<file path="src/rtl/hs_sram_pkg.sv">
package hs_sram_pkg;
    typedef enum logic [1:0] {
        ST_IDLE  = 2'd0,
        ST_READ  = 2'd1,
        ST_WRITE = 2'd2,
        ST_DONE  = 2'd3
    } hs_state_e;
endpackage

</file>
<file path="src/rtl/hs_sram_seq.sv">
module hs_sram_seq
    import hs_sram_pkg::*;
#(
    parameter int AW = 8,
    parameter int DW = 8
) (
    input  logic          clk,
    input  logic          rst,
    input  logic          req_sel,
    input  logic          req_wr,
    input  logic [AW-1:0] req_addr,
    input  logic [DW-1:0] req_wdata,
    output hs_state_e     state,
    output logic [AW-1:0] cap_addr,
    output logic [DW-1:0] cap_wdata,
    output logic          cap_wr
);
    hs_state_e state_nx;
    logic      accept;

    assign accept = (state == ST_IDLE) && req_sel;

    // next-state selection
    always_comb begin
        state_nx = state;
        unique case (state)
            ST_IDLE:  state_nx = req_sel ? (req_wr ? ST_WRITE : ST_READ) : ST_IDLE;
            ST_READ:  state_nx = ST_DONE;
            ST_WRITE: state_nx = ST_DONE;
            ST_DONE:  state_nx = ST_IDLE;
        endcase
    end

    // state register
    always_ff @(posedge clk) begin
        if (rst) state <= ST_IDLE;
        else     state <= state_nx;
    end

    // request capture at acceptance
    always_ff @(posedge clk) begin
        if (rst) begin
            cap_addr  <= '0;
            cap_wdata <= '0;
            cap_wr    <= 1'b0;
        end else if (accept) begin
            cap_addr  <= req_addr;
            cap_wdata <= req_wdata;
            cap_wr    <= req_wr;
        end
    end
endmodule

</file>
<file path="src/rtl/hs_sram_store.sv">
module hs_sram_store #(
    parameter int AW = 8,
    parameter int DW = 8
) (
    input  logic          clk,
    input  logic          we,
    input  logic [AW-1:0] addr,
    input  logic [DW-1:0] wdata,
    output logic [DW-1:0] rword
);
    localparam int DEPTH = 1 << AW;

    logic [DW-1:0] cells [DEPTH];

    // no reset on purpose: contents survive reset
    always_ff @(posedge clk) begin
        if (we) cells[addr] <= wdata;
    end

    assign rword = cells[addr];
endmodule

</file>
<file path="src/rtl/hs_sram_rdreg.sv">
module hs_sram_rdreg #(
    parameter int DW = 8
) (
    input  logic          clk,
    input  logic          rst,
    input  logic          load,
    input  logic [DW-1:0] din,
    output logic [DW-1:0] dout
);
    always_ff @(posedge clk) begin
        if (rst)       dout <= '0;
        else if (load) dout <= din;
    end
endmodule

</file>
<file path="src/rtl/hs_sram_ctrl.sv">
module hs_sram_ctrl
    import hs_sram_pkg::*;
#(
    parameter int AW = 8,
    parameter int DW = 8
) (
    input  logic          clk,
    input  logic          rst,
    input  logic          req_sel,
    input  logic          req_wr,
    input  logic [AW-1:0] req_addr,
    input  logic [DW-1:0] req_wdata,
    output logic [DW-1:0] rd_data,
    output logic          out_en,
    output logic          ready
);
    hs_state_e     state;
    logic [AW-1:0] cap_addr;
    logic [DW-1:0] cap_wdata;
    logic          cap_wr;
    logic [DW-1:0] arr_word;

    hs_sram_seq #(.AW(AW), .DW(DW)) u_seq (
        .clk       (clk),
        .rst       (rst),
        .req_sel   (req_sel),
        .req_wr    (req_wr),
        .req_addr  (req_addr),
        .req_wdata (req_wdata),
        .state     (state),
        .cap_addr  (cap_addr),
        .cap_wdata (cap_wdata),
        .cap_wr    (cap_wr)
    );

    hs_sram_store #(.AW(AW), .DW(DW)) u_store (
        .clk   (clk),
        .we    (state == ST_WRITE),
        .addr  (cap_addr),
        .wdata (cap_wdata),
        .rword (arr_word)
    );

    hs_sram_rdreg #(.DW(DW)) u_rdreg (
        .clk  (clk),
        .rst  (rst),
        .load (state == ST_READ),
        .din  (arr_word),
        .dout (rd_data)
    );

    // handshake outputs decoded from the state register
    always_comb begin
        ready  = (state == ST_DONE);
        out_en = (state == ST_DONE) && !cap_wr;
    end
endmodule

</file>
<file path="config.mk">
export PLATFORM = sky130hd
export DESIGN_NAME = hs_sram_ctrl
export DESIGN_NICKNAME = d
export VERILOG_FILES = /design/src/rtl/hs_sram_pkg.sv /design/src/rtl/hs_sram_seq.sv /design/src/rtl/hs_sram_store.sv /design/src/rtl/hs_sram_rdreg.sv /design/src/rtl/hs_sram_ctrl.sv
export SDC_FILE = /design/constraint.sdc
export NUM_CORES = 2
export LEC_CHECK = 0
export ABC_CLOCK_PERIOD_IN_PS = 9300
export CAP_MARGIN = 20
export CORE_ASPECT_RATIO = 1.75
export CORE_MARGIN = 5
export CORE_UTILIZATION = 60
export DETAILED_ROUTE_END_ITERATION = 8
export DONT_BUFFER_PORTS = 1
export GPL_TIMING_DRIVEN = 0
export PLACE_DENSITY = 0.76
export RECOVER_POWER = 50
export REMOVE_ABC_BUFFERS = 1
export SKIP_LAST_GASP = 1
export SLEW_MARGIN = 15
export SYNTH_ARGS = -nofsm -noshare
export SYNTH_HDL_FRONTEND = slang
export SYNTH_SLANG_ARGS = --single-unit
</file>
<file path="constraint.sdc">
create_clock -name clk -period 9.3 [get_ports clk]
set_input_delay 1.86 -clock clk [delete_from_list [all_inputs] [get_ports clk]]
set_output_delay 1.86 -clock clk [all_outputs]
set_load 0.03 [all_outputs]
</file>
==> flow_metrics.tcl <==
set metrics [dict create \
    hold_buffers 0 \
    crit_fanout 64 \
    synthSimpleGateAreaFrac 0.03273 \
    pwr-share-clk 0.378 \
    leakage_uw 0.02856 \
    critical-path-max-stage-delay_ns 2.24 \
    drive_gt1_frac 0.2124 \
    drtIter0Drc 5516 \
    crit_type "reg -> reg" \
    clkTransAtPathRegs_ns 0.07 \
    dpl.hpwl_um 133300 \
    crit_arrival_ns 6.94 \
    hold_violations 0 \
    hold_depth 2 \
    clock.fmax_mhz 147.3 \
    root_buffer "clkbuf_16" \
    fin_area_um2 89260 \
    async_flop_share 0 \
    crit_start "u_seq.cap_wdata[0]$_SDFFE_PP0P_" \
    synth.area.top_cells "edfxtp_1 76%, mux4_2 12%, mux2i_1 2.7%" \
    grt_max_degree 89 \
    viasPerCell 6.956 \
    boundaryPins 30 \
    rr_startpoint "u_seq.cap_wdata[0]$_SDFFE_PP0P_" \
    htreeDepth 4 \
    start_kind "flop" \
    failed_checks "capacitance limit, slew limit" \
    worstReg2RegEnd "u_store.cells[111][0]$_DFFE_PP_" \
    drc 0 \
    p_switching_uw 4160 \
    r2r_cells 2 \
    min_from "u_seq.cap_wr$_SDFFE_PP0P_" \
    whs_endpoint "u_seq.cap_wr$_SDFFE_PP0P_" \
    synthTopCellsByCount "2,048 x edfxtp_1, 442 x mux4_2, 249 x nor2_1" \
    antenna_found_initial 7 \
    numCtsBuffers 167 \
    cts.sinks 2075 \
    synth_cells 3939 \
    cts_buffer_depth 3 \
    grt_use_total 0.2937 \
    clock_skew_ns 0.02875 \
    reg2reg_slack_ns 2.51 \
    combPwrFrac 0.063 \
    grt_pass1_wl_um 296900 \
    synthMuxAreaShare 0.1512 \
    fin_crit_sh 0.7301 \
    seq_power_share 0.559 \
    yosys_warnings 0 \
    synth_edf_count 2048 \
    dr.pass1.iters 6 \
    cellInternalPower_uw 14530 \
    synth_top_family_by_area "multiplexers" \
    setup_violations 0 \
    ys_seq_area_frac 0.7644 \
    setup.worst_path.end_class "flop" \
    place_area_um2 84350 \
    powerDensity_nw_per_um2 209.4 \
    wl_per_cell_um 35.38 \
    synth.cell_area_um2 81160 \
    vias 41010 \
    power_uw 18690 \
    grt-ovfl-total 0 \
    critPathMostFrequentCell "clkbuf_1" \
    synthXorXnorAreaFrac 0 \
    ant_nets 0 \
    tns_ns 0 \
    hold_ws_ns 0.5337 \
    hold_class "reg -> reg" \
    period_needed_ns 6.790 \
    swShare 0.2226 \
    path_delay_family "buffers and inverters" \
    nFillCells 8237 \
    dieHeight_um 496.5 \
    io_buffer_count 0 \
    cpMaxStageDelayCell "clkbuf_1" \
    synth_cell_types 72 \
    initial_utilization 0.6033 \
    gp_congestion 0.8576 \
    synth_seq_cells 2075 \
    syn_avg_cell_area_um2 20.60 \
    nets 3983 \
    cts_setup_buffers 0 \
    netlist.area_leader.share 0.7578 \
    die_w_um 288.0 \
    irDropWorstVdd_uv 142.4 \
    clk-insertion-delay-late_ns 0.81 \
    rows 178 \
    rsz0062_at_grt "false" \
    maxSlewHeadroom -1.542 \
    cp_num_buf_inv 2 \
    grt_pass1_vias 41690 \
    synth-adder-area-share 0.0007708 \
    cts_resized 0 \
    ys.flop_type "edfxtp_1" \
    required_ns 9.45 \
    yosys.area.top_type "edfxtp_1" \
    core-area_um2 134500 \
    path_cells "clkbuf_1 > clkbuf_1" \
    outcome "complete, but fails checks" \
    yosysMostFrequentCell "edfxtp_1" \
    synth_compound_area_frac 0.02985 \
    area_growth_pct 9.987 \
    dieArea_um2 143000 \
    cts_tree "done" \
    drv_cap 30 \
    worstMarginPinSlew_ns 3.813 \
    slew_viol_final 1947 \
    routed_wl_um 208600 \
]
==> kinds of logic (layout without fill, tap and decap cells) <==
kind of cell,after synthesis,after routing
AO/OA/AOI/OAI,347,347
adder cells (fa/ha/maj),5,5
buffers and inverters,258,411
flip-flops,2075,2075
multiplexers,672,672
other,0,4
AND/OR/NAND/NOR,582,582
==> layout make-up <==
cell class / instances / area [um^2] / area share
sequential: 2075 / 62060 / 0.6953
clock buffer: 196 / 4298 / 0.04815
multi-input combinational: 1606 / 17740 / 0.1988
clock inverter: 107 / 1079 / 0.01208
inverter: 5 / 21.27 / 0.0002383
antenna: 4 / 10.01 / 0.0001121
tap: 1800 / 2252 / 0.02523
timing repair buffer: 103 / 1797 / 0.02013
==> cells in the final DEF (no fill, tap or decap), types with 9 or more instances in the layout <==
master,n
nand2b_1,12
nor2_1,248
dfxtp_1,19
a221oi_1,22
buf_16,46
buf_2,11
nand2_1,115
nand4_1,15
mux2_2,11
nor3_1,28
nor2b_1,12
o21ai_0,25
clkinvlp_4,13
a31oi_1,14
bufinv_16,15
clkbuf_1,50
mux4_2,442
a22oi_1,84
buf_12,16
a211oi_1,16
nand3_2,17
o211ai_1,9
nand3_1,35
inv_6,11
o22ai_1,63
edfxtp_1,2048
clkbuf_16,167
mux2i_1,219
clkinv_1,33
clkinv_2,23
a21oi_1,53
nor3_2,38
==> worst register-to-register path: stages (launching register included) <==
cell and delay (ns):
dfxtp_1 1.91, clkbuf_1 1.87, clkbuf_1 2.27
==> state kept, by name, indices dropped and copies added, names as in the netlist <==
| register | flops |
|---|---|
| u_rdreg.dout | 8 |
| u_seq.cap_addr | 8 |
| u_seq.cap_wdata | 8 |
| u_seq.cap_wr | 1 |
| u_seq.state | 2 |
| u_store.cells | 2048 |
==> routing by layer <==
metal	global-route usage	share of wire	up-vias
met1	0.3441	0.31	21120
met3	0.05332	0.090	691
met5	0	0.000034	-
met2	0.4902	0.51	2855
li1	-	-	16340
met4	0.2139	0.094	2
==> through the flow <==
step | setup WS, ns | cells | util
3_5_place_dp | 4.476 | 5586 | 0.6270
4_1_cts | 4.412 | 5889 | 0.6670
3_3_place_gp | -29.67 | 5486 | 0.6075
5_1_grt | 2.155 | 5893 | 0.6635
6_report | 2.510 | 5896 | 0.6636
2_1_floorplan | -14.82 | 3686 | -
==> power by group through the flow <==
stage	Clock, uW	Combinational, uW	Sequential, uW
after floorplan	0	907	10800
after global placement	0	1400	11000
after detailed placement	0	1190	10600
after CTS	7080	1200	10400
after global routing	7490	1220	10400
final	7060	1190	10400
==> worst max path at each step <==
stage / to / cells after the start
after floorplan: u_store.cells[166][0]$_DFFE_PP_ / 2
after global placement: u_store.cells[159][2]$_DFFE_PP_ / 2
after detailed placement: u_rdreg.dout[1]$_SDFFE_PP0N_ / 12
after CTS: u_rdreg.dout[6]$_SDFFE_PP0N_ / 11
after global routing: u_store.cells[95][6]$_DFFE_PP_ / 2
final: u_store.cells[111][0]$_DFFE_PP_ / 2
No activity file was read; power rests on OpenSTA's default activity.
